$ cat config.mk
export PLATFORM = sky130hd
export DESIGN_NAME = cmp_out_unit
export DESIGN_NICKNAME = d
export VERILOG_FILES = /design/src/rtl/cmp_out_pkg.sv /design/src/rtl/cmp_out_action.sv /design/src/rtl/cmp_out_state.sv /design/src/rtl/cmp_out_pinmux.sv /design/src/rtl/cmp_out_unit.sv
export SDC_FILE = /design/constraint.sdc
export NUM_CORES = 1
export LEC_CHECK = 0
export ABC_AREA = 1
export BUFFER_PORTS_ARGS = -buffer_cell sky130_fd_sc_hd__buf_2
export CAP_MARGIN = 30
export CORE_AREA = 4 4 41 43
export DETAILED_ROUTE_END_ITERATION = 10
export DIE_AREA = 0 0 45 47
export PLACE_DENSITY = 0.3
export SLEW_MARGIN = 5
export SYNTH_ARGS = -nofsm -noshare
export SYNTH_HDL_FRONTEND = slang
export SYNTH_SLANG_ARGS = --single-unit
$ cat constraint.sdc
create_clock -name clk -period 0.9 [get_ports clk]
set_clock_uncertainty 0.1 [all_clocks]
set_input_delay 0.18 -clock clk [delete_from_list [all_inputs] [get_ports clk]]
set_output_delay 0.18 -clock clk [all_outputs]
set_load 0.01 [all_outputs]
$ cat src/rtl/cmp_out_pkg.sv
package cmp_out_pkg;
  localparam int MODE_W = 2;

  typedef enum logic [1:0] {
    WM_NORMAL = 2'b00,
    WM_CTC    = 2'b01,
    WM_PWM_A  = 2'b10,
    WM_PWM_B  = 2'b11
  } wave_mode_e;

  typedef enum logic [1:0] {
    ACT_NONE   = 2'b00,
    ACT_TOGGLE = 2'b01,
    ACT_CLEAR  = 2'b10,
    ACT_SET    = 2'b11
  } oc_action_e;

  function automatic logic is_pwm(input logic [MODE_W-1:0] wm);
    return wm[MODE_W-1];
  endfunction
endpackage

$ cat src/rtl/cmp_out_action.sv
module cmp_out_action
  import cmp_out_pkg::*;
(
  input  logic [MODE_W-1:0] wave_mode,
  input  logic [1:0]        cmp_mode,
  input  logic              match,
  input  logic              force_cmp,
  input  logic              count_down,
  output oc_action_e        action
);
  logic pwm;
  logic event_hit;

  always_comb begin
    pwm       = is_pwm(wave_mode);
    // the strobe only counts outside PWM; match and strobe merge into one event
    event_hit = match | (force_cmp & ~pwm);
    action    = ACT_NONE;
    if (event_hit) begin
      if (!pwm) begin
        unique case (cmp_mode)
          2'b01:   action = ACT_TOGGLE;
          2'b10:   action = ACT_CLEAR;
          2'b11:   action = ACT_SET;
          default: action = ACT_NONE;
        endcase
      end else begin
        unique case (cmp_mode)
          2'b10:   action = count_down ? ACT_SET : ACT_CLEAR;
          2'b11:   action = count_down ? ACT_CLEAR : ACT_SET;
          default: action = ACT_NONE;
        endcase
      end
    end
  end
endmodule

$ cat src/rtl/cmp_out_state.sv
module cmp_out_state
  import cmp_out_pkg::*;
#(
  parameter logic RESET_VAL = 1'b0
) (
  input  logic       clk,
  input  logic       rst,
  input  oc_action_e action,
  output logic       state_q
);
  always_ff @(posedge clk) begin
    if (rst) begin
      state_q <= RESET_VAL;
    end else begin
      unique case (action)
        ACT_TOGGLE: state_q <= ~state_q;
        ACT_CLEAR:  state_q <= 1'b0;
        ACT_SET:    state_q <= 1'b1;
        default:    state_q <= state_q;
      endcase
    end
  end

  // the first cycle after reset shows the reset value
  assert_reset_value_R1: assert property (@(posedge clk) disable iff (rst)
    $past(rst) |-> (state_q == RESET_VAL));

  // no action leaves the bit alone
  assert_hold_no_action_R9: assert property (@(posedge clk) disable iff (rst)
    (action == ACT_NONE) |=> $stable(state_q));
endmodule

$ cat src/rtl/cmp_out_pinmux.sv
module cmp_out_pinmux (
  input  logic [1:0] cmp_mode,
  input  logic       oc_bit,
  input  logic       port_data,
  input  logic       port_dir,
  output logic       pin_out,
  output logic       pin_oe
);
  logic take_oc;

  always_comb begin
    take_oc = |cmp_mode;
    pin_out = take_oc ? oc_bit : port_data;
    pin_oe  = port_dir;
  end
endmodule

$ cat src/rtl/cmp_out_unit.sv
module cmp_out_unit
  import cmp_out_pkg::*;
#(
  parameter logic RESET_VAL = 1'b0
) (
  input  logic              clk,
  input  logic              rst,
  input  logic [MODE_W-1:0] wave_mode,
  input  logic [1:0]        cmp_mode,
  input  logic              match,
  input  logic              force_cmp,
  input  logic              count_down,
  input  logic              port_data,
  input  logic              port_dir,
  output logic              oc_state,
  output logic              pin_out,
  output logic              pin_oe
);
  oc_action_e act;
  logic       st_q;

  cmp_out_action u_action (
    .wave_mode  (wave_mode),
    .cmp_mode   (cmp_mode),
    .match      (match),
    .force_cmp  (force_cmp),
    .count_down (count_down),
    .action     (act)
  );

  cmp_out_state #(.RESET_VAL(RESET_VAL)) u_state (
    .clk     (clk),
    .rst     (rst),
    .action  (act),
    .state_q (st_q)
  );

  cmp_out_pinmux u_pinmux (
    .cmp_mode  (cmp_mode),
    .oc_bit    (st_q),
    .port_data (port_data),
    .port_dir  (port_dir),
    .pin_out   (pin_out),
    .pin_oe    (pin_oe)
  );

  assign oc_state = st_q;

  // a zero field never moves the bit
  assert_zero_field_hold_R3: assert property (@(posedge clk) disable iff (rst)
    (cmp_mode == 2'b00) |=> $stable(st_q));

  // strobe without a match in PWM leaves the bit alone
  assert_pwm_force_ignored_R6: assert property (@(posedge clk) disable iff (rst)
    (is_pwm(wave_mode) && force_cmp && !match) |=> $stable(st_q));

  // set action outside PWM
  assert_set_on_match_R2: assert property (@(posedge clk) disable iff (rst)
    (!is_pwm(wave_mode) && match && cmp_mode == 2'b11) |=> st_q);

  // up-count clear action in PWM
  assert_pwm_up_clear_R4: assert property (@(posedge clk) disable iff (rst)
    (is_pwm(wave_mode) && match && !count_down && cmp_mode == 2'b10) |=> !st_q);

  // zero field hands the pin to the port data bit
  assert_port_source_R7: assert property (@(posedge clk) disable iff (rst)
    (cmp_mode == 2'b00) |-> (pin_out == port_data));
endmodule

Word-level counts from Yosys, hierarchy flattened
Cells that the tools add are included.
{"block": "totals", "regBits": 1, "elab_cells": 21}
{"block": "op_classes", "eq_ne": 6, "muxes": 8, "bitwise_logic": 4, "reduce_logical": 2}
{"cell": "2-bit equality test, second input constant", "count": 4}
{"cell": "2-bit one-hot mux with 3 select lines", "count": 1}
{"cell": "2-bit by 1-bit equality test with 1-bit output, second input constant", "count": 2}
{"cell": "2-bit two-way mux", "count": 2}
{"cell": "2-bit one-hot mux with 2 select lines", "count": 1}
{"cell": "1-bit two-way mux", "count": 3}
{"cell": "1-bit one-hot mux with 3 select lines", "count": 1}
{"cell": "3-bit nonzero test", "count": 1}
{"cell": "1-bit NOT", "count": 2}
{"cell": "2-bit OR reduction", "count": 1}
{"cell": "1-bit AND", "count": 1}
{"cell": "1-bit OR", "count": 1}

Longest topological paths before layout
Gate-level depths: netlist of run 1.
{"block": "depth", "ltp_word": 6, "ltp_mapped": 8}

Modules after synthesis
From an unflattened synthesis of run 1, not the netlist that was laid out.
{"block": "hier_totals", "cells_unflattened": 27, "area_unflattened_um2": 132.6}
{"mod": "cmp_out_action", "instances": 1, "cells_per_inst": 15, "area_each_um2": 58.8, "seq_area_each_um2": 0.0}
{"mod": "cmp_out_state", "instances": 1, "cells_per_inst": 7, "area_each_um2": 50.0, "seq_area_each_um2": 20.0}
{"mod": "cmp_out_pinmux", "instances": 1, "cells_per_inst": 5, "area_each_um2": 23.8, "seq_area_each_um2": 0.0}

Worst setup path before layout of run 1
OpenSTA, ideal clock, no wires.
{"block": "synth_path", "path_type": "input -> output", "start": "input cmp_mode[1]", "end": "output pin_out", "t_arrival_ns": 0.631, "required_ns": 0.620, "slack_ns": -0.011, "path_stages": 2, "path_buffers": 0, "cell_sequence": "nor2_1 > mux2_2"}
{"block": "synth_via", "elab_chain_cells": 2}
{"element": "start, declared", "line": "cmp_out_unit.sv:9", "source": "input logic [1:0] cmp_mode,"}
{"element": "2-bit OR reduction", "line": "cmp_out_pinmux.sv:12", "source": "take_oc = |cmp_mode;"}
{"element": "1-bit two-way mux", "line": "cmp_out_pinmux.sv:13", "source": "pin_out = take_oc ? oc_bit : port_data;"}
{"element": "end, declared", "line": "cmp_out_unit.sv:16", "source": "output logic pin_out,"}
No other way between the ends.

Worst setup path after layout of run 1
Ends and elaborated chain as after synthesis.

==> key figures, run 1 <==
Status
  – Run status: finished with violations
  – Violated checks: setup timing

GRT
  – First-pass GRT wire length: 558 um
  – Pin count of the biggest net entering global routing: 4
  – Overall global routing resource usage: under 10%
  – Total grt overflow: 0
  – Number of global-route vias before repair: approximately 150
  – Initial antenna violation count: 0

Floorplanning
  – Top-level I/O count: 14
  – Starting density of the core: around 9.2%
  – Total core area: between 1000 and 1500 um^2
  – Floorplan row count: 13
  – Die ar.: roughly 2100 um^2
  – Horizontal die dimension: 45 um
  – Die extent in y: between 40 and 50 um

Power and ir drop
  – Power density over cell area: 603 nW/um^2
  – Static leakage: 0.140 nW
  – Worst supply voltage drop on vdd: roughly 0.27 mV
  – Total power: roughly 0.00015 W

Logic synthesis
  – Commonest cells post-synth: 9 x nand2_1, 4 x inv_1, 3 x nor2_1
  – Mapped Avg Cell Area: about 5.5 um^2
  – Top cells by area in the synthesized netlist: nand2_1 28%, dfxtp_1 17%, inv_1 13%
  – Count of cell types in the netlist: 9
  – Largest area contributor in the netlist: nand2_1
  – EDFF count, synth: 0
  – Instance count of the mapped netlist: 22
  – Fraction of the yosys area taken by sequential cells: about 17%
  – Most frequently used flop master after synthesis: dfxtp_1
  – Proportion of register bits with asynchronous set or reset after synthesis: 0%
  – Seq cells post-synth: 1
  – Synthesized netlist net count: 33
  – Most instantiated library cell after synthesis: nand2_1
  – Synth top area share: around 28%
  – Summed instance area of the synthesized netlist: about 120 um^2
  – Syn. warnings: 0

Finish
  – Register with the most flip-flops: u_state.state_q
  – Final std cell area, no fill: around 250 um^2
  – Ratio of cells with drive above 1 in the final layout: 55.9%
  – Final Instance Count excl. Fillers: 49
  – Number of nets in the layout: 47
  – Flip-flop count of the largest register, all copies and words added: 1
  – Antenna cells: 0
  – Syn-to-layout area delta: 110%
  – Largest registers: u_state.state_q x1

Drt
  – Routed via count: roughly 160
  – Routed wire per std cell: 6.69 um
  – Via density per instance: approximately 3.2
  – Post-route DRC: 0
  – Routed wire length: around 330 um
  – Number of detailed-routing iterations run before antenna repair: 2
  – Starting DRC count in detailed routing: 1
  – Number of nets with antenna violations after detailed routing: 0

Timing
  – Maximum clock frequency: 928 MHz
  – Slew Viols, Final: 0
  – Transition time of the tightest slew-check pin: between 80 and 90 ps
  – Setup Viol. Count Final: 2
  – Final Critical Period: between 1000 and 1500 ps
  – Fin. Hold Viols: 0
  – Min setup slack post-route: -177 ps
  – RSZ-0062 raised after global routing: yes
  – Post-route fraction of the period consumed by the critical path: 120%
  – Slew Limit Headroom: a little over nine tenths

CTS
  – Number of buffers inserted by post-CTS setup repair: 0
  – Clk_lat worst skew: 0 ps

Placement
  – Dpl cell area: around 210 um^2
  – Count of port buffers added during placement: 10
  – Routability Congestion: around 0.56
  – Placed cell count: approximately 50
  – DP HPWL: roughly 310 um

Worst setup path
  – Cell breakdown of the critical path: buf_8, nor2_4, mux2_4, buf_6
  – Register-to-register path setup slack: ~60 ps
  – Library cell contributing the largest single delay on the critical path: mux2_4
  – Slowest cell delay on critical path: around 300 ps
  – CP Data Arrival Time: 800 ps
  – Worst path required time: roughly 620 ps
  – CP Launch Type: primary input
  – Setup Crit Path Kind: in -> out
  – Kind of end point of the critical path: output pin
  – Critical-path maximum fanout: 2

Job
  – Max-capacitance violation count: 0

Hold path
  – Worst min path class: in -> out
-- cells in the final DEF, fill, tap and decap left out --
master   instances
buf_6            4
or2_1            1
nand2_1          8
inv_1            3
inv_2            1
mux2_4           1
dfxtp_1          1
nor2_4           1
buf_8            1
buf_4            1
buf_2            7
nand3_2          2
nor2_1           2
nand2_2          1
-- area by class of cell --
type                       count  area [um^2]
inverter                       4         15.0
multi-input combinational     16         96.3
sequential                     1         20.0
timing repair buffer          13          103
tap                           15         18.8
fill                         160         1050
-- stage by stage --
| stage | hold slack (ps) | setup slack (ps) | TNS (ps) | utilization (%) |
|---|---|---|---|---|
| floorplan | 223 | 2.32 | 0 | - |
| global placement | 260 | -265 | -433 | 16.0 |
| detailed placement | 260 | -254 | -429 | 16.0 |
| CTS | 260 | -183 | -303 | 18.6 |
| global route | 260 | -196 | -386 | 19.4 |
| finish | 260 | -177 | -311 | 19.4 |
-- routing by layer --
metal	global-route usage (%)	share of wire, %
met2	7.06	59
met4	0.585	0
met5	0	0
met1	3.61	35
met3	0	5.5
-- cells by family (layout without fill, tap and decap cells) --
group | after synthesis | after routing | synth area share, %
muxes | 1 | 1 | 9.37
and+or+nand+nor | 15 | 15 | 55.2
DFF | 1 | 1 | 16.7
buffers and inverters | 5 | 17 | 18.7
-- path summary, 6_finish.rpt --
check | cells past startpoint | to | startpoint
max | 4 | pin_out | cmp_mode[1]
min | 0 | pin_oe | port_dir
max reg2reg | 5 | u_state.state_q$_SDFFE_PP0P_ | u_state.state_q$_SDFFE_PP0P_
min reg2reg | 4 | u_state.state_q$_SDFFE_PP0P_ | u_state.state_q$_SDFFE_PP0P_
-- critical path: cells and delay by family --
family	cells	cell delay, ps
buffers and inverters	2	220
muxes	1	300
and+or+nand+nor	1	90
-- repair_timing --
| item | in CTS | in global routing |
|---|---|---|
| endpoints found under the setup margin | 2 | 2 |
| pin swaps | 3 | 6 |
| gates resized for setup | 7 | 5 |
| hold buffers | 0 | 0 |
-- where the power goes --
group	switching, W	total [W]	internal, W	leakage [nW]
logic	0.0000409	0.000102	0.0000614	0.132
registers	0.00000150	0.0000502	0.0000487	0.00823
clock network	0	0	0	0
(Power assumes the default switching activity.)
==> run 2, diff against run 1 <==
--- a/config.mk
+++ b/config.mk
@@ -11,7 +11,7 @@
 export CORE_AREA = 4 4 41 43
 export DETAILED_ROUTE_END_ITERATION = 10
 export DIE_AREA = 0 0 45 47
-export PLACE_DENSITY = 0.3
+export PLACE_DENSITY = 0.32
 export SLEW_MARGIN = 5
 export SYNTH_ARGS = -nofsm -noshare
 export SYNTH_HDL_FRONTEND = slang
==> run 2 against run 1 <==
  * The flow still finishes with violations (setup timing)
  * Critical path depth did not move
  * Via count unchanged
  * Hold slack unchanged
  * Die area did not move
  * Total power fell by 2.5%
  * Flip-flop and latch count is the same
  * Critical endpoint unchanged
  * Largest cell class unchanged
==> key figures, run 2 (synthesized netlist as in run 1, its figures left out) <==
Status
  – Run status: finished with violations
  – Violated checks: setup timing

Finish
  – Final design utilization: a little under a fifth
  – Largest registers: u_state.state_q x1
  – Most common cell after layout, fill and taps aside: nand2_1
  – Flip-flop count of the largest register, all copies and words added: 1
  – Register with the most flip-flops: u_state.state_q
  – Final Instance Count excl. Fillers: 49
  – Antenna cells: 0
  – Syn-to-layout area delta: 104%
  – Ratio of cells with drive above 1 in the final layout: between 50% and 60%
  – Number of nets in the layout: 47
  – Top library cells by usage in the layout, fill and taps aside: 9 x nand2_1, 7 x buf_2, 3 x inv_1

Drt
  – Sum of met3 wire segment lengths after detailed routing: about 20 um
  – Met1 wire length: 133 um
  – Met2 wire length: roughly 160 um
  – Routed wire per std cell: 6.49 um
  – Starting DRC count in detailed routing: 0
  – Via density per instance: between 3 and 4
  – Highest signal layer in the routed design: met3
  – Routed wire length: around 320 um
  – Number of nets with antenna violations after detailed routing: 0
  – Number of detailed-routing iterations run before antenna repair: 1
  – Routed via count: 158
  – Post-route DRC: 0

CTS
  – Clk_lat worst skew: 0 ps
  – Number of buffers inserted by hold repair at cts: 0

GRT
  – Initial antenna violation count: 0
  – Number of global-route vias before repair: ~150
  – First-pass GRT wire length: 517 um
  – Pin count of the biggest net entering global routing: 4
  – Total grt overflow: 0
  – Overall global routing resource usage: approximately 3.0%

Floorplanning
  – Total core area: about 1300 um^2
  – Die ar.: approximately 2100 um^2
  – Floorplan row count: 13
  – Starting density of the core: under 10%
  – Die extent in y: roughly 47 um
  – Horizontal die dimension: approximately 45 um
  – Top-level I/O count: 14

Placement
  – Placed cell count: between 40 and 50
  – Count of port buffers added during placement: 10
  – Routability Congestion: around 0.56
  – DP HPWL: between 200 and 300 um

Timing
  – Fin. Hold Viols: 0
  – Maximum clock frequency: about 930 MHz
  – Setup TNS Final: -296 ps
  – Post-route fraction of the period consumed by the critical path: 119%
  – Transition time of the tightest slew-check pin: 93.7 ps
  – RSZ-0062 raised after global routing: yes
  – Worst slack on hold paths: roughly 260 ps
  – Final Critical Period: 1070 ps
  – Setup Viol. Count Final: 2
  – Slew Limit Headroom: a little over nine tenths
  – Min setup slack post-route: -174 ps
  – Slew Viols, Final: 0

Hold path
  – Cells on Worst Hold Path: 0
  – Worst min path class: in -> out
  – Hold_sp: port_dir
  – Hold endpoint: pin_oe

Worst setup path
  – Critical-path maximum fanout: 2
  – Register-to-register path setup slack: 60 ps
  – R2r startpoint: u_state.state_q$_SDFFE_PP0P_
  – Number of cell instances on the worst register-to-register path: 5
  – Kind of end point of the critical path: output pin
  – Critical register-to-register path endpoint: u_state.state_q$_SDFFE_PP0P_
  – CP Data Arrival Time: between 700 and 800 ps
  – Setup Crit Path Kind: in -> out
  – Worst path required time: between 600 and 700 ps
  – CP Launch Type: primary input

Power and ir drop
  – Static leakage: between 0.1 and 0.15 nW
  – Worst supply voltage drop on vdd: 0.149 mV
  – Total power: 0.000149 W
  – Power density over cell area: approximately 610 nW/um^2

Job
  – Max-capacitance violation count: 0
run 2: cell counts in the layout (fill, tap and decap cells not counted):
No cell type changed its count.
run 2: how the worst max path moves through the flow:
stage | start | endpoint | slack, ps | cells after the start
4_1_cts | cmp_mode[0] | pin_out | -180 | 4
3_3_place_gp | cmp_mode[1] | pin_out | -240 | 4
5_1_grt | cmp_mode[0] | pin_out | -200 | 4
2_1_floorplan | cmp_mode[1] | pin_out | 2 | 2
3_5_place_dp | cmp_mode[1] | pin_out | -250 | 4
6_report | cmp_mode[0] | pin_out | -170 | 4
run 2: critical path, stage by stage:
cell    delay (ps)
buf_8          100
nor2_4          90
mux2_4         300
buf_6          120
run 2: per-stage QoR:
| stage | area [um^2] | setup WS [ps] |
|---|---|---|
| 5_1_grt | 245 | -196 |
| 3_5_place_dp | 208 | -247 |
| 2_1_floorplan | 124 | 2.32 |
| 3_3_place_gp | 208 | -242 |
| 4_1_cts | 241 | -177 |
| 6_report | 245 | -174 |
run 2: where the power goes:
group          total (W)  switching, W  internal [W]
Combinational  0.0000984     0.0000382     0.0000602
Sequential     0.0000502    0.00000151     0.0000487
Clock                  0             0             0
run 2: metal layers:
metal | global-route usage [%] | vias up
met3 | 0.383 | 0
met5 | 0 | -
met1 | 3.16 | 65
met4 | 0 | 0
met2 | 6.50 | 5
li1 | - | 88
run 2: area by class of cell:
class,count,area [um^2]
sequential,1,20.0
multi-input combinational,16,88.8
fill,163,1060
tap,15,18.8
inverter,4,15.0
timing repair buffer,13,103
run 2: what timing repair did:
item	4_1_cts	5_1_grt
pin swaps	5	5
buffers inserted	0	0
resized for setup	8	2
gates cloned	0	0
setup endpoints to repair	2	2
==> run 3, diff against run 2 <==
--- a/config.mk
+++ b/config.mk
@@ -11,8 +11,9 @@
 export CORE_AREA = 4 4 41 43
 export DETAILED_ROUTE_END_ITERATION = 10
 export DIE_AREA = 0 0 45 47
-export PLACE_DENSITY = 0.32
+export PLACE_DENSITY = 0.33
 export SLEW_MARGIN = 5
 export SYNTH_ARGS = -nofsm -noshare
 export SYNTH_HDL_FRONTEND = slang
+export SYNTH_HIERARCHICAL = 1
 export SYNTH_SLANG_ARGS = --single-unit
==> run 3 against run 2 <==
  * The run still ends with setup timing left
  * Hold slack did not move
  * First-iteration DRC count did not move
  * Fmax rose by 10%
  * Total power fell by 0.89%
  * Core utilization rose by 0.096 points
  * Wire length rose by 9.4%
  * Area after synthesis rose by 10%
  * Combinational power fell by 3.9%
  * Via count rose by 13%
  * Critical path depth rose by 2
  * Largest cell class is now multi-input combinational cells
  * Highest routed layer unchanged
==> key figures, run 3 <==
Finish
  – Flip-flop count of the largest register, all copies and words added: 1
  – Ratio of cells with drive above 1 in the final layout: between 40% and 50%
  – Area of the multi-input gates: ~99 um^2
  – Area taken by flip-flops and latches: roughly 20 um^2
  – Number of nets in the layout: 50
  – Top library cells by usage in the layout, fill and taps aside: 7 x buf_2, 7 x nand2_1, 5 x inv_1
  – Register with the most flip-flops: u_state/state_q
  – Final Instance Count excl. Fillers: 52
  – Final std cell area, no fill: around 250 um^2
  – Largest registers: u_state/state_q x1
  – Layout filler cell count: approximately 160
  – Syn-to-layout area delta: 85.8%
  – Antenna cells: 0

Drt
  – Via density per instance: between 3 and 4
  – Starting DRC count in detailed routing: 0
  – Routed via count: 178
  – Routed wire per std cell: 6.69 um
  – Number of nets with antenna violations after detailed routing: 0
  – Number of detailed-routing iterations run before antenna repair: 1
  – Post-route DRC: 0
  – Routed wire length: 348 um

Logic synthesis
  – Dominant combinational cell family by area after synthesis: simple AND/OR/NAND/NOR gates
  – EDFF count, synth: 0
  – Proportion of register bits with asynchronous set or reset after synthesis: 0%
  – Synth Area in Simple Gates: 48.1%
  – Arithmetic-cell share of the synthesized area counting full adders, half adders and majority gates: 0%
  – Area fraction in compound gates after synthesis: approximately 11%
  – Synth Area in XOR/XNOR: 0%
  – Instance count of the mapped netlist: 27
  – Synthesized netlist net count: 38
  – Largest area contributor in the netlist: nand2_1
  – Syn. warnings: 6
  – Top cells by area in the synthesized netlist: nand2_1 28%, inv_1 20%, dfxtp_1 15%
  – Seq cells post-synth: 1
  – Summed instance area of the synthesized netlist: about 130 um^2
  – Mapped Avg Cell Area: roughly 5 um^2
  – Fraction of the yosys area taken by sequential cells: about 15%
  – Most instantiated library cell after synthesis: nand2_1
  – Multiplexer area fraction after synthesis: 0%
  – Most frequently used flop master after synthesis: dfxtp_1
  – Synth top area share: 28.3%
  – Commonest cells post-synth: 10 x nand2_1, 7 x inv_1, 3 x nor2_1, 2 x a21oi_1
  – Count of cell types in the netlist: 9

Worst setup path
  – Top Family by Delay on Critical Path: buffers and inverters
  – CP Launch Type: primary input
  – Timing endpoint of the critical path: pin_out
  – Critical register-to-register path endpoint: u_state/state_q$_SDFFE_PP0P_
  – Worst path required time: between 600 and 700 ps
  – Critical Path Start: cmp_mode[0]
  – Setup Crit Path Kind: in -> out
  – Library cell contributing the largest single delay on the critical path: buf_4
  – Critical-path maximum fanout: 3
  – Cell breakdown of the critical path: buf_6, buf_4, nor2_1, nand2_1, nand2_1, buf_2
  – Number of cell instances on the worst register-to-register path: 3
  – Crit path depth: 6
  – Register-to-register path setup slack: about 130 ps
  – R2r startpoint: u_state/state_q$_SDFFE_PP0P_
  – CP Data Arrival Time: approximately 700 ps
  – Buffers & Inverters on Critical Path: 3
  – Kind of end point of the critical path: output pin
  – Slowest cell delay on critical path: ~120 ps
  – Library cell appearing most often on the critical path: nand2_1

Job
  – Max-capacitance violation count: 0

Timing
  – RSZ-0062 raised after global routing: yes
  – Slew Viols, Final: 0
  – Min setup slack post-route: -76.1 ps
  – Maximum clock frequency: 1020 MHz
  – Slew Limit Headroom: between 80% and 90%
  – Transition time of the tightest slew-check pin: 153 ps
  – Post-route fraction of the period consumed by the critical path: 108%
  – Setup Viol. Count Final: 2
  – Setup TNS Final: -138 ps
  – Final Critical Period: about 980 ps
  – Fin. Hold Viols: 0

GRT
  – Overall global routing resource usage: roughly 3.5%
  – Number of global-route vias before repair: roughly 170
  – First-pass GRT wire length: approximately 610 um
  – Initial antenna violation count: 0
  – Total grt overflow: 0
  – Pin count of the biggest net entering global routing: 5

Floorplanning
  – Die ar.: about 2100 um^2
  – Floorplan row count: 13
  – Die extent in y: ~47 um
  – Starting density of the core: 10.2%
  – Top-level I/O count: 14
  – Horizontal die dimension: 45 um
  – Total core area: roughly 1300 um^2

Power and ir drop
  – Static leakage: between 0.1 and 0.15 nW
  – Power density over cell area: approximately 600 nW/um^2
  – Worst supply voltage drop on vdd: around 0.28 mV
  – Total power: between 0.0001 and 0.00015 W

Status
  – Run status: finished with violations
  – Violated checks: setup timing

CTS
  – Number of buffers inserted by hold repair at cts: 0
  – Number of buffers inserted by post-CTS setup repair: 0
  – Clk_lat worst skew: 0 ps

Placement
  – Routability Congestion: around 0.64
  – Placed cell count: between 50 and 60
  – DP HPWL: approximately 310 um
  – Dpl cell area: a little over 200 um^2
  – Count of port buffers added during placement: 10

Hold path
  – Worst min path class: in -> out
[run 3: through the flow]
| step | setup slack [ps] | util, % | hold WS [ps] |
|---|---|---|---|
| 2_1_floorplan | 30.0 | - | 224 |
| 3_3_place_gp | -175 | 15.5 | 260 |
| 3_5_place_dp | -179 | 15.5 | 260 |
| 4_1_cts | -96.6 | 17.3 | 260 |
| 5_1_grt | -137 | 18.9 | 260 |
| 6_report | -76.1 | 18.9 | 260 |
[run 3: how the worst min path moves through the flow]
stage	from	to	slack [ps]	depth (start not counted)
2_1_floorplan	rst	u_state/state_q$_SDFFE_PP0P_	220	3
3_3_place_gp	port_dir	pin_oe	260	0
3_5_place_dp	port_dir	pin_oe	260	0
4_1_cts	port_dir	pin_oe	260	0
5_1_grt	port_dir	pin_oe	260	0
6_report	port_dir	pin_oe	260	0
[run 3: layer usage]
| metal | vias to the layer above | track usage [%] | wire length, um |
|---|---|---|---|
| met3 | 0 | 0.383 | 40 |
| met1 | 74 | 5.42 | 159 |
| met5 | - | 0 | 0 |
| met2 | 6 | 5.65 | 148 |
| met4 | 0 | 0 | 0 |
| li1 | 98 | - | - |
[run 3: cell families (layout without fill, tap and decap cells)]
group	Yosys count	count (layout)
buffers and inverters	8	18
flip-flops	1	1
AND/OR/NAND/NOR	15	15
AO/OA/AOI/OAI	3	3
[run 3: layout make-up]
cell class / instances / share of cell area [%]
Tap cell: 15 / 7.61
Sequential cell: 1 / 8.12
Inverter: 7 / 11.7
Multi-Input combinational cell: 18 / 40.1
Timing Repair Buffer: 11 / 32.5
[run 3: power by group]
part           internal [W]  switching [W]  leakage, nW
clock                     0              0            0
sequential        0.0000487     0.00000393      0.00823
combinational     0.0000489      0.0000457        0.136
total             0.0000976      0.0000496        0.144
[run 3: repair_timing]
action,CTS,global route
cloned,0,0
hold endpoints to repair,0,0
resized for setup,8,6
setup endpoints to repair,2,2
pin swaps,8,6
